--- src/rtl/ifill_pkg.sv ---
package ifill_pkg;

    typedef enum logic [2:0] {
        FS_IDLE,
        FS_ARB,
        FS_DATA,
        FS_FWD,
        FS_DRAIN
    } fill_state_e;

endpackage

--- src/rtl/ifill_ctrl.sv ---
module ifill_ctrl
    import ifill_pkg::*;
(
    input  logic clk,
    input  logic rst_n,
    input  logic miss_valid,
    input  logic flush,
    input  logic bus_grant,
    input  logic beat_valid,
    input  logic last_beat,
    input  logic q_drained,
    output logic bus_req,
    output logic addr_valid,
    output logic beat_take,
    output logic beat_count,
    output logic fill_start,
    output logic fetch_stall,
    output logic pairs_clear
);

    fill_state_e state_q, state_d;

    // State register
    always_ff @(posedge clk or negedge rst_n) begin
        if (!rst_n) state_q <= FS_IDLE;
        else        state_q <= state_d;
    end

    // Next-state logic
    always_comb begin
        state_d = state_q;
        unique case (state_q)
            FS_IDLE: begin
                if (miss_valid && !flush) state_d = FS_ARB;
            end
            FS_ARB: begin
                if (flush)          state_d = FS_IDLE;
                else if (bus_grant) state_d = FS_DATA;
            end
            FS_DATA: begin
                if (beat_valid && last_beat) state_d = flush ? FS_IDLE : FS_FWD;
                else if (flush)              state_d = FS_DRAIN;
            end
            FS_FWD: begin
                if (flush || q_drained) state_d = FS_IDLE;
            end
            FS_DRAIN: begin
                if (beat_valid && last_beat) state_d = FS_IDLE;
            end
            default: state_d = FS_IDLE;
        endcase
    end

    // Output logic
    always_comb begin
        bus_req     = 1'b0;
        addr_valid  = 1'b0;
        beat_take   = 1'b0;
        beat_count  = 1'b0;
        fill_start  = 1'b0;
        fetch_stall = 1'b1;
        pairs_clear = flush;
        unique case (state_q)
            FS_IDLE: begin
                fetch_stall = 1'b0;
                fill_start  = miss_valid && !flush;
            end
            FS_ARB: begin
                bus_req    = 1'b1;
                addr_valid = bus_grant && !flush;
            end
            FS_DATA: begin
                beat_take  = beat_valid && !flush;
                beat_count = beat_valid;
            end
            FS_FWD: begin
            end
            FS_DRAIN: begin
                beat_count = beat_valid;
            end
            default: begin
            end
        endcase
    end

    // a request that is still waiting for its grant is held
    assert_req_held_R1: assert property (@(posedge clk) disable iff (!rst_n)
        (bus_req && !bus_grant && !flush) |=> bus_req);

    // an accepted miss leads to a request in the next cycle
    assert_miss_to_req_R1: assert property (@(posedge clk) disable iff (!rst_n)
        fill_start |=> bus_req);

    // the address phase lasts a single cycle and ends the request
    assert_addr_once_R2: assert property (@(posedge clk) disable iff (!rst_n)
        addr_valid |=> (!addr_valid && !bus_req));

endmodule

--- src/rtl/ifill_beat_seq.sv ---
module ifill_beat_seq #(
    parameter int ADDR_W     = 32,
    parameter int LINE_BEATS = 4,
    parameter int DW_OFF_W   = 3
) (
    input  logic                          clk,
    input  logic                          rst_n,
    input  logic                          fill_start,
    input  logic [ADDR_W-1:0]             miss_addr,
    input  logic                          addr_issue,
    input  logic                          beat_count,
    input  logic                          beat_take,
    output logic [ADDR_W-1:0]             addr_out,
    output logic [$clog2(LINE_BEATS)-1:0] lb_idx,
    output logic                          last_beat
);

    localparam int IDX_W = $clog2(LINE_BEATS);
    localparam int HI_W  = ADDR_W - DW_OFF_W;

    logic [HI_W-1:0]  dw_addr_q;
    logic [IDX_W-1:0] cnt_q;
    logic [IDX_W-1:0] crit;

    always_ff @(posedge clk or negedge rst_n) begin
        if (!rst_n) begin
            dw_addr_q <= '0;
        end else if (fill_start) begin
            dw_addr_q <= miss_addr[ADDR_W-1:DW_OFF_W];
        end
    end

    // Beat counter: restarted on the address phase, counts every beat of the burst
    always_ff @(posedge clk or negedge rst_n) begin
        if (!rst_n) begin
            cnt_q <= '0;
        end else if (addr_issue) begin
            cnt_q <= '0;
        end else if (beat_count) begin
            cnt_q <= cnt_q + IDX_W'(1);
        end
    end

    assign crit      = dw_addr_q[IDX_W-1:0];
    assign addr_out  = {dw_addr_q, {DW_OFF_W{1'b0}}};
    assign lb_idx    = crit + cnt_q;
    assign last_beat = (cnt_q == IDX_W'(LINE_BEATS - 1));

    // consecutive writes go to consecutive slots, modulo the line
    assert_lb_step_R4: assert property (@(posedge clk) disable iff (!rst_n)
        (beat_take ##1 beat_take) |-> (lb_idx == $past(lb_idx) + IDX_W'(1)));

endmodule

--- src/rtl/ifill_pair_fifo.sv ---
module ifill_pair_fifo #(
    parameter int PAIR_W = 64,
    parameter int DEPTH  = 4
) (
    input  logic              clk,
    input  logic              rst_n,
    input  logic              clr,
    input  logic              wr,
    input  logic [PAIR_W-1:0] din,
    input  logic              q_ready,
    output logic              q_valid,
    output logic [PAIR_W-1:0] q_pair,
    output logic              drained
);

    localparam int PTR_W = $clog2(DEPTH);
    localparam int CNT_W = $clog2(DEPTH + 1);

    logic [PAIR_W-1:0] mem [DEPTH];
    logic [PTR_W-1:0]  wr_ptr_q, rd_ptr_q;
    logic [CNT_W-1:0]  cnt_q;
    logic              load;

    assign load    = (cnt_q != '0) && (!q_valid || q_ready);
    assign drained = (cnt_q == '0) && (!q_valid || q_ready);

    // Storage array, written without reset
    always_ff @(posedge clk) begin
        if (wr && !clr) mem[wr_ptr_q] <= din;
    end

    // Pointers, fill count and the output register
    always_ff @(posedge clk or negedge rst_n) begin
        if (!rst_n) begin
            wr_ptr_q <= '0;
            rd_ptr_q <= '0;
            cnt_q    <= '0;
            q_valid  <= 1'b0;
            q_pair   <= '0;
        end else if (clr) begin
            wr_ptr_q <= '0;
            rd_ptr_q <= '0;
            cnt_q    <= '0;
            q_valid  <= 1'b0;
        end else begin
            if (wr) wr_ptr_q <= wr_ptr_q + PTR_W'(1);
            if (load) begin
                rd_ptr_q <= rd_ptr_q + PTR_W'(1);
                q_pair   <= mem[rd_ptr_q];
                q_valid  <= 1'b1;
            end else if (q_ready) begin
                q_valid  <= 1'b0;
            end
            cnt_q <= cnt_q + CNT_W'(wr) - CNT_W'(load);
        end
    end

    // never write into a full queue
    assert_no_overflow_R7: assert property (@(posedge clk) disable iff (!rst_n)
        (wr && !clr) |-> (cnt_q < CNT_W'(DEPTH)) || load);

    // an offered pair is held until accepted
    assert_hold_stalled_R7: assert property (@(posedge clk) disable iff (!rst_n)
        (q_valid && !q_ready && !clr) |=> (q_valid && $stable(q_pair)));

    // a flush empties the output
    assert_flush_clears_R9: assert property (@(posedge clk) disable iff (!rst_n)
        clr |=> !q_valid);

    // a pair written into an empty queue is offered two cycles after its beat
    assert_two_cycle_R6: assert property (@(posedge clk) disable iff (!rst_n)
        (wr && !clr && cnt_q == '0 && !q_valid ##1 !clr) |=> q_valid);

endmodule

--- src/rtl/ifill_refill.sv ---
module ifill_refill #(
    parameter int ADDR_W     = 32,
    parameter int INSN_W     = 32,
    parameter int LINE_BEATS = 4
) (
    input  logic                          clk,
    input  logic                          rst_n,
    input  logic                          miss_valid,
    input  logic [ADDR_W-1:0]             miss_addr,
    input  logic                          flush,
    output logic                          fetch_stall,
    output logic                          bus_req,
    input  logic                          bus_grant,
    output logic                          addr_valid,
    output logic [ADDR_W-1:0]             addr_out,
    input  logic                          beat_valid,
    input  logic [2*INSN_W-1:0]           beat_data,
    output logic                          lb_we,
    output logic [$clog2(LINE_BEATS)-1:0] lb_idx,
    output logic [2*INSN_W-1:0]           lb_data,
    output logic                          q_valid,
    input  logic                          q_ready,
    output logic [INSN_W-1:0]             q_insn0,
    output logic [INSN_W-1:0]             q_insn1
);

    localparam int BEAT_W   = 2 * INSN_W;
    localparam int DW_OFF_W = $clog2(BEAT_W / 8);

    logic beat_take, beat_count, fill_start, last_beat, q_drained, pairs_clear;
    logic [BEAT_W-1:0] q_pair;

    ifill_ctrl u_ctrl (
        .clk         (clk),
        .rst_n       (rst_n),
        .miss_valid  (miss_valid),
        .flush       (flush),
        .bus_grant   (bus_grant),
        .beat_valid  (beat_valid),
        .last_beat   (last_beat),
        .q_drained   (q_drained),
        .bus_req     (bus_req),
        .addr_valid  (addr_valid),
        .beat_take   (beat_take),
        .beat_count  (beat_count),
        .fill_start  (fill_start),
        .fetch_stall (fetch_stall),
        .pairs_clear (pairs_clear)
    );

    ifill_beat_seq #(
        .ADDR_W     (ADDR_W),
        .LINE_BEATS (LINE_BEATS),
        .DW_OFF_W   (DW_OFF_W)
    ) u_seq (
        .clk        (clk),
        .rst_n      (rst_n),
        .fill_start (fill_start),
        .miss_addr  (miss_addr),
        .addr_issue (addr_valid),
        .beat_count (beat_count),
        .beat_take  (beat_take),
        .addr_out   (addr_out),
        .lb_idx     (lb_idx),
        .last_beat  (last_beat)
    );

    ifill_pair_fifo #(
        .PAIR_W (BEAT_W),
        .DEPTH  (LINE_BEATS)
    ) u_pairs (
        .clk     (clk),
        .rst_n   (rst_n),
        .clr     (pairs_clear),
        .wr      (beat_take),
        .din     (beat_data),
        .q_ready (q_ready),
        .q_valid (q_valid),
        .q_pair  (q_pair),
        .drained (q_drained)
    );

    assign lb_we   = beat_take;
    assign lb_data = beat_data;
    assign q_insn0 = q_pair[INSN_W-1:0];
    assign q_insn1 = q_pair[BEAT_W-1:INSN_W];

endmodule

--- config.mk ---
export PLATFORM = sky130hd
export DESIGN_NAME = ifill_refill
export DESIGN_NICKNAME = d
export VERILOG_FILES = /design/src/rtl/ifill_pkg.sv /design/src/rtl/ifill_ctrl.sv /design/src/rtl/ifill_beat_seq.sv /design/src/rtl/ifill_pair_fifo.sv /design/src/rtl/ifill_refill.sv
export SDC_FILE = /design/constraint.sdc
export NUM_CORES = 1
export LEC_CHECK = 0
export CORE_MARGIN = 2
export CORE_UTILIZATION = 31
export CTS_BUF_LIST = sky130_fd_sc_hd__clkbuf_16
export DETAILED_ROUTE_END_ITERATION = 16
export DONT_BUFFER_PORTS = 1
export HOLD_SLACK_MARGIN = 0.12
export SETUP_SLACK_MARGIN = 0.2
export SYNTH_ARGS = -nofsm -noshare
export SYNTH_HDL_FRONTEND = slang
export SYNTH_SLANG_ARGS = --single-unit
--- constraint.sdc ---
create_clock -name clk -period 9.4 [get_ports clk]
set_input_delay 0.47 -clock clk [delete_from_list [all_inputs] [get_ports clk]]
set_output_delay 0.47 -clock clk [all_outputs]
set_load 0.02 [all_outputs]
==> results of run 1 <==
-- layer usage --
metal | global-route usage | up-vias | part of all wire
met5 | 0 | - | 0.00043
li1 | - | 2742 | -
met3 | 0.0391 | 46 | 0.069
met1 | 0.147 | 3356 | 0.42
met2 | 0.201 | 209 | 0.49
met4 | 0.0457 | 2 | 0.025
-- synth_stat cells, drive strengths merged (2+ instances only) --
library cell  instances
a21oi                 5
and3                  5
buf                  85
clkbuf               12
dfrtp               106
edfxtp              256
ha                    7
inv                   5
mux2                 93
mux4                 64
nand2b                4
nand3                 5
nand3b                3
nor2                  4
nor2b                 3
nor3                  3
nor4b                 2
o21ai                 5
o31ai                 2
or3                   3
xnor2                 4
-- cell type report --
class,instances,area (um^2)
Inverter,5,18.8
Antenna cell,1,2.50
Clock inverter,35,233
Timing Repair Buffer,109,1080
Clock buffer,43,1080
Sequential cell,362,10300
Tap cell,600,751
Multi-Input combinational cell,227,3130
Fill cell,4115,28500
-- layout by cell type, fill, tap and decap left out, types with 2 or more instances in the layout --
master	synthesis	routed
inv_6	0	2
o21ai_0	5	5
or3_1	2	2
clkinv_2	0	3
clkbuf_16	0	43
clkinvlp_4	0	4
a21oi_1	5	5
nand3_1	5	5
nand2b_1	4	4
dlygate4sd3_1	0	98
ha_1	7	7
mux2_4	29	29
dfrtp_4	0	2
clkinv_1	0	9
conb_1	1	3
o31ai_1	2	2
nand3b_1	3	3
buf_4	67	10
dfrtp_1	106	104
inv_8	0	2
nor2_1	4	4
mux2_2	59	59
clkinv_4	0	3
inv_1	5	15
xnor2_1	4	4
and3_4	0	4
edfxtp_1	256	256
mux4_2	64	64
nor3_1	2	2
mux2_1	5	5
nor4b_1	2	2
nor2b_1	3	3
-- path summary, 6_finish.rpt --
check	start	to	slack, ns	cells after the start
min in group asynchronous	rst_n	u_pairs.q_pair[1]$_DFFE_PN0P_	0.58	2
max in group asynchronous	rst_n	u_pairs.rd_ptr_q[1]$_DFFE_PN0P_	8.33	2
worst min register to register	u_seq.cnt_q[0]$_DFFE_PN0P_	u_seq.cnt_q[0]$_DFFE_PN0P_	0.59	2
worst min-delay path	beat_valid	u_seq.cnt_q[0]$_DFFE_PN0P_	0.21	3
worst max-delay path	u_ctrl.state_q[1]$_DFFE_PN0P_	u_pairs.mem[1][53]$_DFFE_PP_	6.17	3
worst max register to register	u_ctrl.state_q[1]$_DFFE_PN0P_	u_pairs.mem[1][53]$_DFFE_PP_	6.17	3
-- state kept, by name, summed over array words and instances (netlist names) --
name              flops
u_seq.cnt_q           2
u_pairs.cnt_q         3
u_pairs.q_valid       1
u_pairs.mem         256
u_seq.dw_addr_q      29
u_pairs.rd_ptr_q      2
u_pairs.q_pair       64
u_ctrl.state_q        3
u_pairs.wr_ptr_q      2
-- power by group --
part / internal (mW) / leakage [nW] / switching [mW]
sequential: 1.95 / 3.56 / 0.514
clock: 0.869 / 0.667 / 0.656
combinational: 0.547 / 1.53 / 0.345
total: 3.37 / 5.76 / 1.52
-- cell families after synthesis --
group / count (synthesis)
adders and majority gates: 8
buffers and inverters: 102
AOI/OAI and AO/OA: 18
xor gates and xnor gates: 5
muxes: 157
and+or+nand+nor: 36
other: 1
DFF: 362
-- critical path, stage by stage, from the launching register on --
cell	delay, ns
dfrtp_1	0.52
nor4b_1	0.97
and3_4	0.70
buf_4	0.62
-- stage by stage --
stage | power [mW] | util | worst slack (ns)
after CTS | 4.98 | 0.368 | 6.11
after floorplan | 3.18 | - | 6.06
final | 4.88 | 0.368 | 6.17
after global routing | 5.12 | 0.368 | 5.83
after global placement | 3.35 | 0.317 | 6.16
after detailed placement | 3.37 | 0.317 | 6.11
-- repair_timing --
| item | in CTS | in global routing |
|---|---|---|
| setup endpoints to repair | 0 | 0 |
| hold buffers | 99 | 0 |
| endpoints found under the hold margin | 402 | 0 |
==> impl_summary.md, run 1 <==
Floorplanning
The die covers between 40000 and 50000 um^2. Pin placement for this block handled between 200 and 300 I/O pins. The core region is ~45000 um^2.

The die height is between 200 and 250 um. The standard-cell row count is approximately 80. From left edge to right edge, the die measures 217 um. The initial utilization of the core area, before any placement, comes to 0.312.

Detailed routing
In the routed design, unresolved DRC markers number 0. The number of iterations in the first detailed-routing pass is 4. The number of vias per cell is ~4.6. The wire length after detailed routing is 28200 um.

The vias after detailed routing is about 6400. The post-detailed-route count of antenna-violating nets is 0. The number of violations reported at the end of detailed-routing iteration 0 is ~300. The detailed-route wire length per cell is 20.4 um.

Power
In this run the static leakage power is between 5 and 6 nW. Dividing total power by cell area gives a power density of between 200 and 300 nW/um^2. Across the VDD grid, the largest voltage drop is between 150 and 200 uV.

Logic synthesis
The distinct cell type count of the synthesized netlist is 40. Yosys attributes the largest share of cell area to edfxtp_1 (54%), dfrtp_1 (19%), mux4_2 (10%), mux2_2 (4.7%), buf_4 (3.6%). The synthesized design contains between 200 and 300 enable-type register cells. Dividing the synthesized area by the synthesized cell count gives 20.5 um^2. The largest family of logic cells by synthesized area is multiplexers. The fraction of synthesized area in multiplexers is 0.184. For this run, the number of Yosys warnings is 0. Of the total synthesized cell area, the portion taken by AND, OR, NAND and NOR gates is 0.0161. Of the total synthesized cell area, the portion taken by XOR and XNOR cells is 0.00310. The cell area after synthesis is ~14000 um^2. The most used flip-flop cell after synthesis is edfxtp_1. The share of the Yosys chip area taken by registers is 0.732. Counting flops with an async set or reset pin after synthesis yields a share of 0.293.

The portion of synthesized cell area occupied by the leading cell type is 0.545. The flop and latch count out of synthesis is 362. The cell taking the most area after synthesis is edfxtp_1.

The synthesized-area fraction occupied by ao, oa, aoi and oai cells was 0.00815. The post-synthesis share of cell area spent on full adders, half adders and majority gates is 0.00762. The cell count after synthesis is 689.

Global route
The initial antenna violation count is 3. For this run the aggregate overflow at the end of global routing stands at 0. The first-pass GRT wire length is about 42000 um.

Entering global routing, the biggest net connects 107 pins. The global-route usage over all layers is 0.121. The number of global-route vias before repair is approximately 7000.

Cells and area
The area growth from synthesis to layout is 17.9%. Once layout is complete, the cells apart from fillers number 1382. The number of nets in the layout is around 860. The summed area of non-filler cells in the final layout is between 15000 and 20000 um^2. The share of post-route cells with drive strength above 1 is 0.296.

Clocking
The clock insertion delay at the later pin of the skew report is 0.57 ns. The longest clock path from root to sink contains 3 buffers. The number of setup buffers added after CTS is 0. Once the clock tree was built, the resizer swapped 0 gates to a different size. The number of clock buffers inserted by TritonCTS is 42.

TritonCTS built the clock tree. The tree is rooted in a clkbuf_16. For this design, the sink count on the clock tree is 362.

The H-tree was split into 2 levels. The post-CTS clock slew at the launch and capture registers of the worst setup and hold paths is roughly 0.06 ns.

Setup path
STA puts the critical path data arrival time at between 3 and 4 ns. Of all nets on the critical path, the largest fanout is 36. The category of the worst setup path launch point is a flop. The worst setup path is captured at a flop. The required time at the worst-slack endpoint is about 9.6 ns. The critical path class is reg2reg.

Timing
Setup repair after global routing left no endpoint under its margin. The worst clock skew is ~0.02 ns. The post-route minimum period is roughly 3.2 ns. The count of endpoints failing setup in the final report is 0. Derived from the worst setup path, the maximum achievable clock frequency is between 300 and 400 MHz. For the pin with the worst max-slew slack, the measured transition is roughly 1.2 ns. In this run the tightest slew margin relative to its limit is 0.213. The tightest hold margin is between 0.2 and 0.25 ns. After routing, the total negative slack on setup checks comes to 0 ns. The total count of hold-check failures in the final report was 0. The max-slew violation count is 0. The final worst-path cycle share is 0.343.

Placed design
After detailed placement, the total cell area comes to 14300 um^2. The count of placed standard cells including taps is approximately 1200. The wire-length estimate of the detail-placed layout is roughly 15000 um. The routability congestion estimate from global placement is roughly 0.67. The number of buffers added on ports is 0.

Outcome
The flow ran to the end, and the final reports show no timing, DRC or antenna violations.

Min path
The class of the tightest hold or removal check is in2reg.

Run
The number of maximum-capacitance constraint violations is 0.
Power figures use the tool's default switching activity.
==> run 2: changes to the inputs <==
==> constraint.sdc (replaced) <==
create_clock -name clk -period 2.6 [get_ports clk]
set_input_delay 0.13 -clock clk [delete_from_list [all_inputs] [get_ports clk]]
set_output_delay 0.13 -clock clk [all_outputs]
set_load 0.02 [all_outputs]
==> impl_summary.md, run 2 (synthesis gave the netlist of run 1 again) <==
Power
The analysis attributes to cell leakage a power of 5.93 nW. The worst voltage drop across the vdd grid is approximately 670 uV. In this run the power density over the cells is 1070 nW/um^2.

Clocking
In this run, post-CTS repair resized a total of 0 instances. The number of clock buffers added by TritonCTS is slightly above 40. The H-tree was split into 2 levels. The clock insertion delay at the later pin of the skew report is approximately 0.57 ns.

In this run the clock root is driven by a clkbuf_16. The number of clock sinks is 362. The post-CTS clock slew at the launch and capture registers of the worst setup and hold paths is about 0.06 ns. The buffer depth of the longest clock path is 3. TritonCTS built the clock tree.

Placed design
The number of buffers added on ports is 0. The count of placed standard cells including taps is approximately 1200. Routability-driven placement finished with a final weighted congestion of 0.671. After legalization and detailed placement, the total HPWL measured 16200 um.

Global route
The number of global-route vias before repair is about 7000. For this run, the total global-route usage over all layers was measured as 0.126. The initial antenna violation count is 3.

The first-pass GRT wire length is approximately 44000 um. The total global routing overflow is 0. The maximum number of pins on one net before global-route repair is around 110.

Outcome
The flow ran to the end, and the final reports show no timing, DRC or antenna violations.

Setup path
The delay of the slowest cell on the worst path is around 0.48 ns. Walking the worst path, the cells encountered are nor4b_2 -> buf_4 -> and3_4 -> buf_12. Along the worst path, the maximum fanout reaches 20.

The worst endpoint data arrival time is between 2 and 2.5 ns. The worst setup path is of the reg2reg kind. At the worst endpoint, the required time is ~2.9 ns.

The category of the worst setup path launch point is a flop. The largest individual stage delay along the critical path comes from the cell dfrtp_1. STA classifies the critical path endpoint as a flop.

Timing
The slew at the pin closest to its max-slew limit is around 0.65 ns. Setup repair after global routing left no endpoint under its margin. The post-route minimum period is roughly 2.1 ns. In the final timing run, aggregate negative setup slack is 0 ns. Headroom to the max-slew limit came out at 0.566. Setup violations remaining at the end of the flow were counted as 0. The max-slew violation count is 0. The total count of hold-check failures in the final report came to 0. The fmax is about 470 MHz. In the finished design, the share of the clock period the worst path needs comes to 0.818.

The clock arrives with 0.0236 ns of skew.

Run
The number of maximum-capacitance constraint violations is 0.

Cells and area
The library cells used most frequently in the layout, excluding fill and tap cells, are edfxtp_1 (256), dfrtp_1 (104), dlygate4sd3_1 (99). Ranked by flip-flop count, first place goes to u_pairs.mem. The filler-free cell count of the finished design is between 1000 and 1500. The fill cell instance count of the final layout is 4052. The flip-flop count of the largest register after layout is roughly 260.

Leaving out fill and tap cells, the most frequent cell in the layout is edfxtp_1. The largest registers in the layout are u_pairs.mem (256), u_pairs.q_pair (64), u_seq.dw_addr_q (29). The share of post-route cells with drive strength above 1 is 0.307.

The sequential cell area is around 10000 um^2. The multi-input combinational cells in the finished layout cover a total of between 3000 and 4000 um^2. After the last flow step, the layout net total stands at 870. From synthesis to final layout, the design area changed by 20.6%.

Floorplanning
The top-level I/O count is 270. The die is ~220 um tall. The initial utilization of the core area, before any placement, comes to 0.312.

The floorplan has approximately 80 rows. The width of the die is 217 um. The overall die area is approximately 47000 um^2. In this run the standard cell core region covers between 40000 and 50000 um^2.

Detailed routing
In this run the remaining antenna-violating nets after routing total 0. In the final routed layout, each cell accounts on average for 21.1 um. The number of iterations in the first detailed-routing pass is 4.

The number of remaining DRC errors is 0. Detailed routing inserted a total of approximately 6400 vias. The number of vias per cell is approximately 4.6. The wire length after detailed routing is a little under 30000 um. In this run, the number of DRC markers left after iteration 0 of detailed routing was about 290.

Min path
The class of the tightest hold or removal check is in2async.
run 2: worst paths after layout:
path                                                    start                              end  slack, ns  cells after the start
worst max-delay path            u_ctrl.state_q[0]$_DFFE_PN0P_     u_pairs.mem[0][21]$_DFFE_PP_       0.47                      4
worst min-delay path                                    rst_n   u_pairs.q_pair[13]$_DFFE_PN0P_       0.25                      2
worst max register to register  u_ctrl.state_q[0]$_DFFE_PN0P_     u_pairs.mem[0][21]$_DFFE_PP_       0.47                      4
worst min register to register     u_seq.cnt_q[0]$_DFFE_PN0P_       u_seq.cnt_q[0]$_DFFE_PN0P_       0.59                      2
max in group asynchronous                               rst_n  u_pairs.rd_ptr_q[1]$_DFFE_PN0P_       1.87                      2
min in group clk                                 beat_data[3]                       lb_data[3]       0.26                      0
run 2: power breakdown:
part | total (mW) | leakage [nW] | switching [mW] | internal (mW)
Clock | 5.93 | 0.731 | 2.36 | 3.57
Sequential | 8.85 | 3.56 | 1.79 | 7.06
Combinational | 3.50 | 1.64 | 1.38 | 2.12
run 2: layout make-up:
type / count / share of cell area
repair buffers: 122 / 0.0798
diodes: 2 / 0.000294
inverters: 5 / 0.00110
clock inverters: 32 / 0.0178
flip-flops and latches: 362 / 0.608
clock buffers: 44 / 0.0647
well taps: 600 / 0.0441
multi-input cells: 227 / 0.184
run 2: through the flow:
| stage | area (um^2) | hold WS, ns | utilization | setup WS (ns) | total power, mW |
|---|---|---|---|---|---|
| finish | 17000 | 0.248 | 0.377 | 0.472 | 18.3 |
| global route | 17000 | 0.232 | 0.377 | 0.256 | 19.2 |
| detailed placement | 14600 | -0.161 | 0.323 | 0.431 | 12.3 |
| floorplan | 14100 | -0.166 | - | 0.302 | 11.5 |
| CTS | 17000 | 0.207 | 0.377 | 0.433 | 18.6 |
| global placement | 14600 | -0.161 | 0.323 | 0.457 | 12.3 |
run 2: per-layer routing:
| layer | GRT usage | share of wire | wire (um) | vias to the layer above |
|---|---|---|---|---|
| met5 | 0 | 0.00092 | 27 | - |
| met1 | 0.154 | 0.42 | 12300 | 3393 |
| met4 | 0.0457 | 0.023 | 688 | 4 |
| li1 | - | - | - | 2765 |
| met2 | 0.205 | 0.48 | 14000 | 204 |
| met3 | 0.0465 | 0.080 | 2340 | 47 |
run 2: repair_timing:
item | 4_1_cts | 5_1_grt
hold buffers | 100 | 0
setup buffers | 0 | 0
hold endpoints to repair | 672 | 0
run 2: worst max-delay path: cells and delay by family (launching register included):
| kind | cells | cell delay (ns) |
|---|---|---|
| buffers and inverters | 2 | 0.46 |
| DFF | 1 | 0.48 |
| and+or+nand+nor | 2 | 0.89 |
==> run 3: changes to the inputs <==
==> constraint.sdc (replaced) <==
create_clock -name clk -period 2.2 [get_ports clk]
set_input_delay 0.11 -clock clk [delete_from_list [all_inputs] [get_ports clk]]
set_output_delay 0.11 -clock clk [all_outputs]
set_load 0.02 [all_outputs]
==> impl_summary.md, run 3 (synthesis gave the netlist of run 1 again) <==
Cells and area
The register with the most flip-flops in the layout has 256 of them. Across the whole layout, storage elements account for between 10000 and 15000 um^2. The number of inserted diodes is 0. Counting the fill cells in the layout gives between 4000 and 5000. The largest registers in the layout are u_pairs.mem (256), u_pairs.q_pair (64), u_seq.dw_addr_q (29). At the end of the flow, the number of nets in the layout was approximately 880. Ranked by flip-flop count, first place goes to u_pairs.mem. The area of combinational cells with multiple inputs is approximately 3200 um^2. The share of post-route cells with drive strength above 1 is 0.330. Leaving out fill and tap cells, the most frequent cell in the layout is edfxtp_1.

The area growth from synthesis to layout is 20.6%. The library cells used most frequently in the layout, excluding fill and tap cells, are edfxtp_1 (256), dfrtp_1 (102), dlygate4sd3_1 (98). The finished cells cover ~17000 um^2.

For this run, the share of the core covered by cells in the final layout is 0.377.

Placed design
The placed wire-length estimate is between 15000 and 20000 um. The worst slack at placement is between 0.1 and 0.15 ns. The placed standard-cell area is between 10000 and 15000 um^2.

The count of buffers added on input and output ports is 0. Routability-driven placement finished with a final weighted congestion of just under 0.7.

Timing
For the final routed database, the setup TNS stands at 0 ns. Dividing the final minimum period by the clock period gives 0.876. The total count of hold-check failures in the final report is roughly 110.

The count of endpoints failing setup in the final report is 0. The worst relative slew slack is 0.510. The routed design could run at a clock period as short as between 1.5 and 2 ns. The setup slack of the critical path after layout is 0.274 ns. Setup repair after global routing could not meet its margin everywhere.

For the pin with the worst max-slew slack, the measured transition is approximately 0.73 ns. The tightest hold margin is -0.745 ns. For this run, the top clock speed supported by timing is 519 MHz.

The clock arrives with between 0.015 and 0.02 ns of skew. The max-slew violation count is 0.

Clocking
TritonCTS built the clock tree. The clock passes through at most 3 buffers. The later pin in the worst-skew pair is clocked with a latency of about 0.56 ns.

The count of H-tree levels built during CTS is 2. Counting every sink on the clock net gives between 300 and 400. Clock-pin slew was measured on the worst setup and hold paths at ~0.060 ns. The master cell of the clock root buffer is clkbuf_16. Clock tree synthesis inserted a total of 41 buffers.

The count of hold buffers inserted by post-cts repair is 98.

Setup path
The largest single stage delay on the critical path is just over 0.5 ns. Together, buffers and inverters on the worst path number 1. For this design, the slowest cell found on the critical path is fa_2. The family of cells with the greatest summed delay on the critical path is simple AND/OR/NAND/NOR gates. Along the worst path, the maximum fanout reaches 8. Data arrives at the worst endpoint at around 2.3 ns.

The category of the worst setup path capture point is a flop. The required time at the worst-slack endpoint is roughly 2.6 ns. The critical path goes through nor4b_4 -> and2_4 -> ha_4 -> inv_2 -> fa_2 -> nor2_1. The category of the worst setup path launch point is a flop. The register-to-register path setup slack is ~0.27 ns. The worst setup path is of the reg2reg kind.

Floorplanning
The standard-cell row count is 78. The floorplan step set the die height to 217 um. The initial core utilization is 0.312. The top-level I/O count is between 200 and 300. The total area inside the core boundary comes to between 40000 and 50000 um^2. The overall die area is 47300 um^2. The width of the die is 217 um.

Outcome
The flow ran to the end, but the final reports show violations. The checks that failed: negative hold slack.

Power
In this run the static leakage power is roughly 5.9 nW. The power density of the placed cells is 1260 nW/um^2. The worst voltage drop across the vdd grid is just under 800 uV.

Detailed routing
The detailed router used layers up to and including met4. For this block, wires on met1 add up to between 10000 and 15000 um. After detailed routing, the number of remaining DRC violations is 0. The routed wire length on met2 is 13900 um. The wire length after detailed routing is roughly 29000 um. The number of iterations in the first detailed-routing pass is 6. The number of vias per cell is roughly 4.6. Once detail routing completed, the nets flagged for antenna violations numbered 0.

The detailed route wirelength on metal3 is 1940 um. The vias after detailed routing is 6441. For this block, the initial DRC count from the detailed router was between 300 and 400.

The detailed-route wire length per cell is ~21 um.

Min path
In this run the worst hold path is classified as in2async.

Global route
The first global-routing pass estimated between 40000 and 50000 um of wire. The initial antenna violation count is 0. The maximum number of pins on one net before global-route repair is between 100 and 150. The global-route usage over all layers is 0.124. The number of global-route vias before repair is 7054. Summed over all layers, the global routing overflow is 0.

Run
The tool flagged a number of max-cap violations equal to 0.
-- run 3: worst paths after layout --
| path | start | endpoint | cells past startpoint |
|---|---|---|---|
| max in group asynchronous | rst_n | u_pairs.q_pair[47]$_DFFE_PN0P_ | 0 |
| max reg2reg | u_ctrl.state_q[2]$_DFFE_PN0P_ | u_pairs.cnt_q[1]$_DFF_PN0_ | 6 |
| min reg2reg | u_ctrl.state_q[0]$_DFFE_PN0P_ | u_ctrl.state_q[2]$_DFFE_PN0P_ | 1 |
| min in group clk | flush | u_seq.dw_addr_q[26]$_DFFE_PN0P_ | 2 |
| max | u_ctrl.state_q[2]$_DFFE_PN0P_ | u_pairs.cnt_q[1]$_DFF_PN0_ | 6 |
| min | rst_n | u_pairs.q_pair[11]$_DFFE_PN0P_ | 0 |
-- run 3: what timing repair did --
item,4_1_cts,5_1_grt
pin swaps,2,4
gates cloned,1,0
endpoints found under the setup margin,72,5
buffers inserted,1,3
hold endpoints to repair,668,106
resized for setup,3,2
-- run 3: stage by stage --
step	cells	hold slack, ns	power (mW)
6_report	1397	-0.745	21.4
5_1_grt	1397	-0.787	22.4
4_1_cts	1394	-0.788	21.7
3_5_place_dp	1219	-0.181	14.6
3_3_place_gp	1219	-0.181	14.6
2_1_floorplan	691	-0.186	13.6
-- run 3: report_power, final --
group	internal [mW]	leakage, nW	switching, mW
sequential	8.35	3.56	1.95
combinational	2.59	1.68	1.79
clock	3.99	0.681	2.72
-- run 3: final cells by class --
cell class              instances  area share
clock buffers                  41      0.0603
clock inverters                34      0.0175
inverters                       5     0.00110
multi-input cells             228       0.188
flip-flops and latches        362       0.608
well taps                     600      0.0441
repair buffers                127      0.0814
-- run 3: routing by layer --
layer / GRT usage / vias up
met2: 0.201 / 224
li1: - / 2785
met4: 0.0452 / 0
met3: 0.0377 / 45
met1: 0.157 / 3387
met5: 0 / -
